--- config.mk ---
export PLATFORM = sky130hd
export DESIGN_NAME = watch_unit
export DESIGN_NICKNAME = d
export VERILOG_FILES = /design/src/rtl/wp_pkg.sv /design/src/rtl/wp_comparator.sv /design/src/rtl/wp_pc_sampler.sv /design/src/rtl/watch_unit.sv
export SDC_FILE = /design/constraint.sdc
export NUM_CORES = 1
export LEC_CHECK = 0
export BUFFER_PORTS_ARGS = -buffer_cell sky130_fd_sc_hd__buf_2
export CAP_MARGIN = 20
export CORE_UTILIZATION = 51
export CTS_CLUSTER_SIZE = 30
export DETAILED_ROUTE_END_ITERATION = 12
export GPL_ROUTABILITY_DRIVEN = 1
export GPL_TIMING_DRIVEN = 0
export PLACE_DENSITY = 0.77
export SYNTH_ARGS = -nofsm -noshare
export SYNTH_HDL_FRONTEND = slang
export SYNTH_SLANG_ARGS = --single-unit
--- constraint.sdc ---
create_clock -name clk -period 1.81 [get_ports clk]
set_input_delay 0.362 -clock clk [delete_from_list [all_inputs] [get_ports clk]]
set_output_delay 0.362 -clock clk [all_outputs]
set_load 0.02 [all_outputs]
--- src/rtl/wp_pkg.sv ---
package wp_pkg;
    typedef enum logic [2:0] {
        FN_OFF = 3'd0,
        FN_PC  = 3'd1,
        FN_RD  = 3'd2,
        FN_WR  = 3'd3,
        FN_RW  = 3'd4
    } wp_fn_e;

    localparam int FLD_ADDR = 0;
    localparam int FLD_MASK = 1;
    localparam int FLD_FN   = 2;
    localparam int HIT_BIT  = 8;
endpackage

--- src/rtl/wp_comparator.sv ---
module wp_comparator
    import wp_pkg::*;
#(
    parameter int ADDR_W = 32,
    parameter int MASK_W = 5
) (
    input  logic              clk,
    input  logic              rst_n,
    input  logic              cfg_we,
    input  logic [1:0]        cfg_field,
    input  logic [ADDR_W-1:0] cfg_wdata,
    input  logic              fn_read,
    input  logic              ret_valid,
    input  logic [ADDR_W-1:0] ret_pc,
    input  logic              dacc_valid,
    input  logic [ADDR_W-1:0] dacc_addr,
    input  logic              dacc_write,
    output logic              match,
    output logic              hit,
    output logic [ADDR_W-1:0] cmp_addr,
    output logic [MASK_W-1:0] cmp_mask,
    output logic [2:0]        cmp_fn
);
    typedef struct packed {
        logic [ADDR_W-1:0] addr;
        logic [MASK_W-1:0] mask;
        logic [2:0]        fn;
        logic              hit;
        logic              match;
    } cmp_state_t;

    cmp_state_t st_d, st_q;
    logic [ADDR_W-1:0] care;
    logic pc_eq, da_eq, fire;

    always_comb begin
        st_d  = st_q;
        care  = {ADDR_W{1'b1}} << st_q.mask;
        pc_eq = ((ret_pc ^ st_q.addr) & care) == '0;
        da_eq = ((dacc_addr ^ st_q.addr) & care) == '0;
        case (st_q.fn)
            FN_PC:   fire = ret_valid & pc_eq;
            FN_RD:   fire = dacc_valid & ~dacc_write & da_eq;
            FN_WR:   fire = dacc_valid & dacc_write & da_eq;
            FN_RW:   fire = dacc_valid & da_eq;
            default: fire = 1'b0;
        endcase
        st_d.match = fire;
        if (fn_read) st_d.hit = 1'b0;
        if (fire)    st_d.hit = 1'b1;
        if (cfg_we) begin
            case (int'(cfg_field))
                FLD_ADDR: st_d.addr = cfg_wdata;
                FLD_MASK: st_d.mask = cfg_wdata[MASK_W-1:0];
                FLD_FN:   st_d.fn   = cfg_wdata[2:0];
                default:  ;
            endcase
        end
    end

    always_ff @(posedge clk or negedge rst_n) begin
        if (!rst_n) st_q <= '0;
        else        st_q <= st_d;
    end

    assign match    = st_q.match;
    assign hit      = st_q.hit;
    assign cmp_addr = st_q.addr;
    assign cmp_mask = st_q.mask;
    assign cmp_fn   = st_q.fn;
endmodule

--- src/rtl/wp_pc_sampler.sv ---
module wp_pc_sampler #(
    parameter int ADDR_W = 32
) (
    input  logic              clk,
    input  logic              rst_n,
    input  logic              ret_valid,
    input  logic [ADDR_W-1:0] ret_pc,
    output logic [ADDR_W-1:0] sample
);
    logic [ADDR_W-1:0] pcs_d, pcs_q;

    always_comb begin
        pcs_d = pcs_q;
        if (ret_valid) pcs_d = ret_pc;
    end

    always_ff @(posedge clk or negedge rst_n) begin
        if (!rst_n) pcs_q <= '1;
        else        pcs_q <= pcs_d;
    end

    assign sample = pcs_q;
endmodule

--- src/rtl/watch_unit.sv ---
module watch_unit
    import wp_pkg::*;
#(
    parameter int NUM_SETS = 2,
    parameter int ADDR_W   = 32,
    parameter int MASK_W   = 5,
    localparam int SEL_W   = $clog2(NUM_SETS + 1),
    localparam int REG_AW  = SEL_W + 2
) (
    input  logic              clk,
    input  logic              rst_n,
    input  logic              reg_wr,
    input  logic              reg_rd,
    input  logic [REG_AW-1:0] reg_addr,
    input  logic [ADDR_W-1:0] reg_wdata,
    output logic [ADDR_W-1:0] reg_rdata,
    input  logic              ret_valid,
    input  logic [ADDR_W-1:0] ret_pc,
    input  logic              ret_cond_pass,
    input  logic              dacc_valid,
    input  logic [ADDR_W-1:0] dacc_addr,
    input  logic              dacc_write,
    output logic [NUM_SETS-1:0] match_o
);
    logic [SEL_W-1:0] sel;
    logic [1:0]       fld;
    logic [ADDR_W-1:0] pc_sample;
    logic [NUM_SETS-1:0] hit_flag;
    logic [NUM_SETS-1:0][2:0]        cfg_fn;
    logic [NUM_SETS-1:0][ADDR_W-1:0] cfg_addr;
    logic [NUM_SETS-1:0][MASK_W-1:0] cfg_mask;

    assign sel = reg_addr[REG_AW-1:2];
    assign fld = reg_addr[1:0];

    wp_pc_sampler #(.ADDR_W(ADDR_W)) u_pcs (
        .clk(clk), .rst_n(rst_n),
        .ret_valid(ret_valid), .ret_pc(ret_pc),
        .sample(pc_sample)
    );

    for (genvar k = 0; k < NUM_SETS; k++) begin : g_set
        logic hit_sel;
        assign hit_sel = (sel == SEL_W'(k + 1));
        wp_comparator #(.ADDR_W(ADDR_W), .MASK_W(MASK_W)) u_cmp (
            .clk(clk), .rst_n(rst_n),
            .cfg_we(reg_wr & hit_sel),
            .cfg_field(fld),
            .cfg_wdata(reg_wdata),
            .fn_read(reg_rd & hit_sel & (fld == 2'(FLD_FN))),
            .ret_valid(ret_valid), .ret_pc(ret_pc),
            .dacc_valid(dacc_valid), .dacc_addr(dacc_addr),
            .dacc_write(dacc_write),
            .match(match_o[k]),
            .hit(hit_flag[k]),
            .cmp_addr(cfg_addr[k]),
            .cmp_mask(cfg_mask[k]),
            .cmp_fn(cfg_fn[k])
        );
    end

    always_comb begin
        reg_rdata = '0;
        if (sel == '0 && fld == 2'd0) reg_rdata = pc_sample;
        for (int k = 0; k < NUM_SETS; k++) begin
            if (sel == SEL_W'(k + 1)) begin
                case (int'(fld))
                    FLD_ADDR: reg_rdata = cfg_addr[k];
                    FLD_MASK: reg_rdata = ADDR_W'(cfg_mask[k]);
                    FLD_FN: begin
                        reg_rdata          = ADDR_W'(cfg_fn[k]);
                        reg_rdata[HIT_BIT] = hit_flag[k];
                    end
                    default: reg_rdata = '0;
                endcase
            end
        end
    end
endmodule

## Word-level counts from Yosys, hierarchy flattened

Cells that the tools add are included.

- Bits of input ports: 108
- Output and inout port bits: 34
- Flip-flop bits (word level): 116

- Shift operators: 2
- Bitwise gates (word level): 25
- Eq/ne operators: 12
- Reductions and logical operators: 15
- Mux-type cells: 11

Operator list:

| cell | count |
|---|---|
| one-hot mux 32 bit (3 select lines) | 2 |
| AND 32 bit | 4 |
| zero test 32 bit | 4 |
| bitwise XOR 32 bit | 4 |
| two-way mux 32 bit | 3 |
| left shift 32 x 5 -> 32 bit (first input constant) | 2 |
| AND 1 bit | 16 |
| == test 3 x 2 -> 1 bit (second input constant) | 4 |
| AND reduction 2 bit | 6 |
| one-hot mux 1 bit (4 select lines) | 2 |
| == test 3 x 1 -> 1 bit (second input constant) | 2 |
| == test 3 bit (second input constant) | 2 |
| == test 2 x 1 -> 1 bit (second input constant) | 2 |
| == test 2 bit (second input constant) | 2 |
| zero test 2 bit | 2 |
| two-way mux 1 bit | 4 |
| nonzero test 2 bit | 2 |
| logical AND 1 bit | 1 |
| inverter 1 bit | 1 |

## Longest topological paths before layout

Gate-level depths: netlist of the first run.

- Depth in word-level cells: 6
- Mapped depth: 8
- Mapped depth without buffers: 6

## Hierarchy

From an unflattened synthesis of the first run, not the netlist that was laid out.

- Cell total of the unflattened synthesis: 726
- Area total of the unflattened synthesis: 7953.9 um^2

Modules (own cells, without submodules):

| module | instances | area an instance (um^2) | cells each |
|---|---|---|---|
| wp_comparator | 2 | 2870.3 | 271 |
| wp_pc_sampler | 1 | 1385.1 | 68 |
| watch_unit | 1 | 828.3 | 116 |

## Worst setup path after synthesis of the first run

No wires, ideal clock.

- Kind: input port to output port
- Start point: input port reg_addr[0]
- End point: output port reg_rdata[8]
- Arrival time: 1.704 ns
- Stages: 5
- Required time: 1.448 ns
- Slack: -0.256 ns
- Cells stage by stage: clkbuf_1 nor4_1 clkbuf_1 a22oi_1 o21ai_1

- Longest elaborated chain between the ends: 5
- Elaborated cells on any way between the ends: 9
- Those cells by class: eq/ne (2); mux (5); reduce/logical (2)

Ends and longest elaborated chain:

| what | line | source |
|---|---|---|
| start: declaration | watch_unit.sv:14 | `input logic [REG_AW-1:0] reg_addr,` |
| parallel branches: the longest is 4 deep, another holds one-hot mux 32 bit (3 select lines) | n/a |  |
| two-way mux 32 bit (*) | watch_unit.sv:66 | `if (sel == SEL_W'(k + 1)) begin` |
| end: declaration | watch_unit.sv:16 | `output logic [ADDR_W-1:0] reg_rdata,` |

Mark *: on every way between the ends.

## Final worst setup path of the first run

- Start point: register g_set[1].u_cmp.st_q (netlist bit g_set[1].u_cmp.cmp_addr[31])
- End point: register g_set[1].u_cmp.st_q (netlist bit g_set[1].u_cmp.hit)

- Longest elaborated chain between the ends: 6
- Elaborated cells on any way between the ends: 13
- Those cells by class: mux (2); bitwise (8); reduce/logical (3)

Ends and longest elaborated chain:

| what | line | source |
|---|---|---|
| start: declaration | wp_comparator.sv:32 | `cmp_state_t st_d, st_q;` |
| start signal: assignment | wp_comparator.sv:63 | `else st_q <= st_d;` |
| bitwise XOR 32 bit, on equally long branches | wp_comparator.sv:40, wp_comparator.sv:39 |  |
| AND 32 bit, on equally long branches | wp_comparator.sv:40, wp_comparator.sv:39 |  |
| zero test 32 bit, on equally long branches | wp_comparator.sv:40, wp_comparator.sv:39 |  |
| AND 1 bit, on equally long branches | n/a |  |
| one-hot mux 1 bit (4 select lines) (*) | wp_comparator.sv:41 | `case (st_q.fn)` |
| two-way mux 1 bit or nonzero test 2 bit (tied branches) | n/a |  |

Every way passes the cells marked *; elsewhere a longest branch is shown, timed or not.
A chain may end at the register's enable or synchronous reset.

==> results of run 1 <==
==> metrics by stage <==
step	setup WS, ps	util (%)	setup TNS, ps
after floorplan	-136	-	-331
after global placement	-1040	59.6	-162640
after detailed placement	-847	59.8	-65570
after CTS	-376	71.1	-4610
after global routing	-427	73.2	-4920
final	-428	73.2	-3200
==> final cells by class <==
type	instances	share of cell area, %
buffer	43	4.08
clock buffer	18	4.11
clock inverter	13	1.50
inverter	34	1.23
multi-input combinational	549	45.4
sequential	116	27.7
tap	184	2.16
timing repair buffer	198	13.8
==> worst max-delay path: cells and delay by family, from the launching register on <==
family	cells	cell delay [ps]
xor+xnor	1	220
simple gates	4	1360
flops	1	410
compound gates	1	160
==> per-layer routing <==
layer / wire (microns) / share of wire, % / GRT usage [%] / vias up
met5: 0 / 0 / 0 / -
met4: 1840 / 6.0 / 20.7 / 0
met3: 2730 / 9.0 / 9.36 / 121
met1: 12100 / 40 / 50.9 / 3690
met2: 13900 / 45 / 62.4 / 490
li1: - / - / - / 3191
==> power groups by stage <==
stage          Combinational, uW  Sequential (uW)  Clock (uW)
4_1_cts                     4620             3790        3480
6_report                    5050             3820        3490
3_5_place_dp                3780             3810           0
5_1_grt                     5250             3890        3590
2_1_floorplan               2460             3640           0
3_3_place_gp                3780             3770           0
==> state kept, by name, summed over array words and instances (netlist names) <==
| register | count |
|---|---|
| g_set.u_cmp.cmp_addr | 64 |
| u_pcs.sample | 32 |
| g_set.u_cmp.cmp_mask | 10 |
| g_set.u_cmp.cmp_fn | 6 |
| g_set.u_cmp.hit | 2 |
| g_set.u_cmp.match | 2 |
==> timing repair <==
item	4_1_cts	5_1_grt
gates cloned	5	1
hold buffers	1	0
buffers inserted	43	12
endpoints found under the hold margin	30	0
gates resized for setup	164	71
pin swaps	58	30
setup endpoints to repair	97	63
==> cells by family after synthesis <==
kind of cell / synth area share (%)
compound gates: 16.8
xor+xnor: 14.6
simple gates: 8.15
mux: 17.3
flops: 38.4
buf+inv: 4.67
==> final timing paths <==
kind	from	endpoint	slack, ps
setup / recovery	g_set[1].u_cmp.cmp_addr[31]	g_set[1].u_cmp.hit	-430
hold / removal	reg_wdata[10]	g_set[0].u_cmp.cmp_addr[10]	170
setup reg to reg	g_set[1].u_cmp.cmp_addr[31]	g_set[1].u_cmp.hit	-430
hold reg to reg	g_set[0].u_cmp.cmp_addr[9]	g_set[0].u_cmp.cmp_addr[9]	600
max in group asynchronous	rst_n	u_pcs.sample[13]	630
min in group asynchronous	rst_n	g_set[1].u_cmp.cmp_addr[2]	430
==> cells in the final DEF (no fill, tap or decap), drive strengths merged, types with 12 or more instances in the layout <==
master and n:
buf 226, mux2 106, dfrtp 84, xnor2 77, xor2 51, o21ai 36, a21oi 36, inv 33
dfstp 32, clkbuf 32, nor2 30, nand2 28, a222oi 27, mux2i 13, a31oi 12
==> summary.md, run 1 <==
| Metric | Value |
|---|---|
| Post-detailed-placement half-perimeter wirelength | `around 22 mm` |
| Critical path's largest stage delay | `470 ps` |
| Synthesized area divided by synthesized cell count | `10.2 sq um` |
| Maximum resistive drop on vdd | `0.692 mV` |
| Post-synthesis instance total | `749` |
| Top-count cell post-synth | `sky130_fd_sc_hd__mux2_2` |
| Slowest cell on crit path | `sky130_fd_sc_hd__or4_4` |
| DR vias | `7,492` |
| Htree depth | `4` |
| I/O pin cnt | `142` |
| Number of filler instances in the final layout | `1,038` |
| Worst hold path stage count | `2` |
| Via density per instance | `6.49` |
| WS Path Type | `reg -> reg` |
| FMAX | `0.447 GHz` |
| GR Overflow Total | `0` |
| Int Power | `7620 uW` |
| Routed wirelength normalized by instance count | `26.4 microns` |
| Cell seen most often among critical-path stages | `sky130_fd_sc_hd__or4_4` |
| Residual antenna-violating net count after detailed routing | `0` |
| Placeable Area | `roughly 0.015 sq mm` |
| Relative contribution of sequential cells to total power | `between 30% and 40%` |
| Die ar. | `around 0.016 sq mm` |
| Clock Sinks | `roughly 120` |
| Total area of multi-input combinational cells | `between 0.004 and 0.005 sq mm` |
| Worst relative slew slack | `41.5%` |
| Placed Instance Area | `roughly 0.0087 sq mm` |
| Cell type with the largest total area after synthesis | `sky130_fd_sc_hd__dfrtp_1` |
| Synth-to-layout area growth | `39.4%` |
| Synth warnings | `0` |
| Min Tclk post-route | `2240 ps` |
| Number of iterations in the first detailed-routing pass | `8` |
| Startpoint kind of the worst setup timing path | `flip-flop` |
| Yosys cell types | `65` |
| Setup slack of the critical path after layout | `-428 ps` |
| Register-to-Register Path Depth | `6` |
| Netlist area before placement | `0.00766 sq mm` |
| Total leakage power | `0.00466 uW` |
| Final period util | `124%` |
| Total non-filler cell area in the finished layout | `0.0107 sq mm` |
| Setup repair after global routing missed its margin | `yes` |
| Clk pwr share | `roughly 28%` |
| Vias in the first global route | `about 7,600` |
| Cell area power density | `1160 mW/mm^2` |
| Number of antenna cells inserted | `0` |
| Largest cells by area after synthesis | `sky130_fd_sc_hd__dfrtp_1, sky130_fd_sc_hd__mux2_2, sky130_fd_sc_hd__dfstp_2` |
| Number of nets in the layout | `1,067` |
| Placement row count | `44` |
| Port Buffer Count | `137` |
| Initial core utilization | `52.5%` |
| Largest net degree at the start of global routing | `73` |
| Final RePlAce weighted congestion | `1.03` |
| Final setup viols | `30` |
| Worst Hold Class | `in -> reg` |
| CP Data Required Time | `2170 ps` |
| Post-synth ARST share | `100%` |
| Hold Vio Cnt, Final | `0` |
| Root cell of the clock tree | `sky130_fd_sc_hd__clkbuf_16` |
| Die width | `125 microns` |
| Global-route wire length before repair | `45.8 mm` |
| Cell types with the highest counts after synthesis | `sky130_fd_sc_hd__mux2_2, sky130_fd_sc_hd__dfrtp_1, sky130_fd_sc_hd__xnor2_1` |
| Pwr Total | `12,400 uW` |
| Endpoint class of the critical path | `flip-flop` |
| Post-Synthesis Net Count | `857` |
| Transition time of the tightest slew-check pin | `~880 ps` |
| Endpoint arrival time on the critical path | `2590 ps` |
| Routed wire length | `30.5 mm` |
| Register Area | `between 0.002 and 0.003 sq mm` |
| FF+latch count, synth | `approximately 120` |
| Sequential element share of the synthesized area | `~38%` |
| Non-filler instance count after layout | `1,155` |
| Clock input transition at the sequential cells of the worst setup and hold paths | `60 ps` |
| Max Clock Skew | `around 12 ps` |
| Area fraction of the dominant cell type after synthesis | `27.4%` |
| Net switching power of the design | `4740 uW` |
| Number of antenna violations at the first check in global routing | `0` |
| Logic gate share of total power | `between 40 and 50%` |
| Die extent in y | `125 microns` |
| Buffer depth of the longest clock path | `2` |
| Detailed-route DRC error count | `0` |
| Most used flip-flop cell after synthesis | `sky130_fd_sc_hd__dfrtp_1` |
| Clock tree from TritonCTS | `built` |
| Insertion delay to the later sink of the worst-skew pair | `430 ps` |
| Sw frac | `between 30% and 40%` |
| Violations in the final reports | `negative setup slack` |
| Maxcap violations | `0` |
| Placed cell count | `1,071` |
| Largest fanout on the critical path | `2` |
| Cell-by-cell listing of the critical path | `xnor2_2 -> nand4_1 -> or4_4 -> or4_4 -> nor4_4 -> a211o_1` |
| Number of violations reported at the end of detailed-routing iteration 0 | `795` |
| Worst hold-check slack | `166 ps` |
| Total CTS buffers | `17` |
| Share of layout cells above drive strength 1 | `48.7%` |
| Slew Limit Fails | `0` |
| Run status | `complete, but fails checks` |
| Post-synth EDFFs | `0` |
| Total GRT Usage | `39.7%` |
Note: power is estimated with default switching activity, not from simulation.
==> run 2, diff against run 1 <==
--- a/config.mk
+++ b/config.mk
@@ -7,12 +7,12 @@
 export LEC_CHECK = 0
 export BUFFER_PORTS_ARGS = -buffer_cell sky130_fd_sc_hd__buf_2
 export CAP_MARGIN = 20
-export CORE_UTILIZATION = 51
+export CORE_UTILIZATION = 45
 export CTS_CLUSTER_SIZE = 30
 export DETAILED_ROUTE_END_ITERATION = 12
 export GPL_ROUTABILITY_DRIVEN = 1
 export GPL_TIMING_DRIVEN = 0
-export PLACE_DENSITY = 0.77
+export PLACE_DENSITY = 0.69
 export SYNTH_ARGS = -nofsm -noshare
 export SYNTH_HDL_FRONTEND = slang
 export SYNTH_SLANG_ARGS = --single-unit
==> summary.md, run 2 (synthesis gave the netlist of run 1 again) <==
| Metric | Value |
|---|---|
| I/O pin cnt | `142 (unchanged)` |
| Share of layout cells above drive strength 1 | `47.0% (was 48.7%)` |
| Die extent in y | `132 microns (was 125 microns)` |
| Vias in the first global route | `7,278 (was 7,591)` |
| Worst setup startpoint | `g_set[1].u_cmp.cmp_addr[31] (unchanged)` |
| Hold Vio Cnt, Final | `0 (unchanged)` |
| Worst Hold Class | `in -> reg (unchanged)` |
| Worst hold path stage count | `2 (unchanged)` |
| Clock tree from TritonCTS | `built (unchanged)` |
| Buffer depth of the longest clock path | `2 (unchanged)` |
| Number of antenna violations at the first check in global routing | `1 (was 0)` |
| Fraction of the core area covered by cells at the end of the flow | `64.3% (was 73.2%)` |
| Synth-to-layout area growth | `39.1% (was 39.4%)` |
| Placement row count | `47 (was 44)` |
| Number of nets in the layout | `1,063 (was 1,067)` |
| Transition time of the tightest slew-check pin | `890 ps (was 878 ps)` |
| Htree depth | `4 (unchanged)` |
| Total CTS buffers | `17 (unchanged)` |
| Residual antenna-violating net count after detailed routing | `0 (unchanged)` |
| Clock input transition at the sequential cells of the worst setup and hold paths | `60 ps (about the same)` |
| Cell area power density | `1140 mW/mm^2 (was 1160 mW/mm^2)` |
| Insertion delay to the later sink of the worst-skew pair | `430 ps (about the same)` |
| Endpoint class of the critical path | `flip-flop (unchanged)` |
| Via density per instance | `6.18 (was 6.49)` |
| DRT met1 WL | `12.5 mm (was 12.1 mm)` |
| Met2 Routed Length | `14.0 mm (was 13.9 mm)` |
| Final period util | `124% (about the same)` |
| Non-filler instance count after layout | `1,188 (was 1,155)` |
| Number of iterations in the first detailed-routing pass | `6 (was 8)` |
| FMAX | `0.444 GHz (was 0.447 GHz)` |
| Commonest non-fill, non-tap cell in the layout | `sky130_fd_sc_hd__buf_2 (unchanged)` |
| Final RePlAce weighted congestion | `0.993 (was 1.03)` |
| Root cell of the clock tree | `sky130_fd_sc_hd__clkbuf_16 (unchanged)` |
| Final setup viols | `36 (was 30)` |
| Min Tclk post-route | `2250 ps (was 2240 ps)` |
| Run status | `complete, but fails checks (unchanged)` |
| Endpoint arrival time on the critical path | `2620 ps (was 2590 ps)` |
| Port Buffer Count | `137 (unchanged)` |
| Number of flip-flops under the largest register name | `64 (unchanged)` |
| WS Path Type | `reg -> reg (unchanged)` |
| Largest fanout on the critical path | `2 (unchanged)` |
| Detailed-route DRC error count | `0 (unchanged)` |
| Largest net degree at the start of global routing | `64 (was 73)` |
| Total negative setup slack | `-5130 ps (was -3200 ps)` |
| Clock Sinks | `116 (unchanged)` |
| Startpoint kind of the worst setup timing path | `flip-flop (unchanged)` |
| Reg2reg start | `g_set[1].u_cmp.cmp_addr[31] (unchanged)` |
| Total leakage power | `0.00465 uW (was 0.00466 uW)` |
| Post-detailed-placement half-perimeter wirelength | `22.5 mm (was 21.8 mm)` |
| Uppermost layer routed | `met4 (unchanged)` |
| Maxcap violations | `0 (unchanged)` |
| Global-route wire length before repair | `44.5 mm (was 45.8 mm)` |
| Routed wire length | `30.5 mm (about the same)` |
| Initial core utilization | `46.2% (was 52.5%)` |
| Wire length on met3 | `2.71 mm (was 2.73 mm)` |
| Die width | `132 microns (was 125 microns)` |
| Commonest non-fill, non-tap cells in the layout | `sky130_fd_sc_hd__buf_2, sky130_fd_sc_hd__mux2_2, sky130_fd_sc_hd__xnor2_1 (was sky130_fd_sc_hd__buf_2, sky130_fd_sc_hd__mux2_2, sky130_fd_sc_hd__dfrtp_1)` |
| Slew Limit Fails | `0 (unchanged)` |
| Setup slack of the critical path after layout | `-442 ps (was -428 ps)` |
| Die ar. | `0.0175 sq mm (was 0.0155 sq mm)` |
| Placeable Area | `0.0166 sq mm (was 0.0146 sq mm)` |
| Startpoint of the lowest-slack hold path | `reg_wdata[10] (unchanged)` |
| Setup repair after global routing missed its margin | `yes (unchanged)` |
| Register-to-Register Path Depth | `6 (unchanged)` |
| Routed wirelength normalized by instance count | `25.7 microns (was 26.4 microns)` |
| Max Clock Skew | `11.0 ps (was 12.0 ps)` |
| DR vias | `7,341 (was 7,492)` |
| Total GRT Usage | `34.8% (was 39.7%)` |
| CP Data Required Time | `2170 ps (about the same)` |
| Worst relative slew slack | `40.6% (was 41.5%)` |
| Maximum resistive drop on vdd | `0.909 mV (was 0.692 mV)` |
| Violations in the final reports | `negative setup slack (unchanged)` |
| Placed cell count | `1,107 (was 1,071)` |
| GR Overflow Total | `0 (unchanged)` |
| Number of antenna cells inserted | `0 (unchanged)` |
| Number of violations reported at the end of detailed-routing iteration 0 | `748 (was 795)` |
-- run 2: cell count changes in the layout (fill, tap and decap cells not counted), moves of 3 or more --
| cell | previous run | this run |
|---|---|---|
| sky130_fd_sc_hd__buf_2 | 118 | 109 |
| sky130_fd_sc_hd__clkbuf_16 | 21 | 25 |
| sky130_fd_sc_hd__nor2_1 | 27 | 30 |
| sky130_fd_sc_hd__buf_6 | 44 | 48 |
| sky130_fd_sc_hd__a21oi_1 | 27 | 30 |
| sky130_fd_sc_hd__nor2_2 | 3 | 0 |
| sky130_fd_sc_hd__inv_6 | 0 | 3 |
| sky130_fd_sc_hd__a21oi_2 | 6 | 3 |
| sky130_fd_sc_hd__buf_1 | 3 | 0 |
-- run 2: per-layer routing --
layer	up-vias	global-route usage [%]
met3	90	10.3
met2	428	54.3
met1	3639	44.6
met5	-	0
met4	0	15.8
li1	3184	-
-- run 2: final timing paths --
kind                                               end  slack [ps]
max                                 g_set[1].u_cmp.hit        -440
min                        g_set[0].u_cmp.cmp_addr[10]         160
max reg2reg                         g_set[1].u_cmp.hit        -440
min reg2reg                 g_set[0].u_cmp.cmp_addr[1]         580
max in group asynchronous             u_pcs.sample[28]         580
min in group asynchronous  g_set[0].u_cmp.cmp_addr[31]         460
-- run 2: stage by stage --
stage	worst slack [ps]	power (uW)	instance area, sq um	hold WS [ps]
finish	-442	12100	10700	164
CTS	-431	11800	10400	156
detailed placement	-773	7630	8770	351
floorplan	-136	6090	7770	66.4
global placement	-1090	7620	8730	566
global route	-451	12500	10700	165
-- run 2: layout make-up --
class	instances	area [sq um]
Fill cell	1326	5930
Multi-Input combinational cell	549	4710
Sequential cell	116	2960
Timing Repair Buffer	189	1430
Buffer	48	552
Clock buffer	18	429
Tap cell	220	275
Clock inverter	14	178
Inverter	34	131
-- run 2: critical path, cell delays in order (launching register included) --
cell and delay, ps:
sky130_fd_sc_hd__dfrtp_1 410, sky130_fd_sc_hd__xnor2_2 210, sky130_fd_sc_hd__nand4_1 200, sky130_fd_sc_hd__or4_1 530, sky130_fd_sc_hd__or4_4 510, sky130_fd_sc_hd__nor4_4 180
sky130_fd_sc_hd__a211o_1 150
-- run 2: power by group --
group          internal (uW)  leakage, uW  total [uW]  switching [uW]
clock network           2180     0.000284        3510            1330
logic                   2150      0.00301        4790            2640
registers               3160      0.00136        3810             650
-- run 2: repair_timing --
action                     CTS  global route
setup buffers               33            16
hold buffers                 1             0
hold endpoints to repair    40             0
resized for setup          175            57
setup endpoints to repair   96            46
pin swaps                   44            14
gates cloned                 3             3
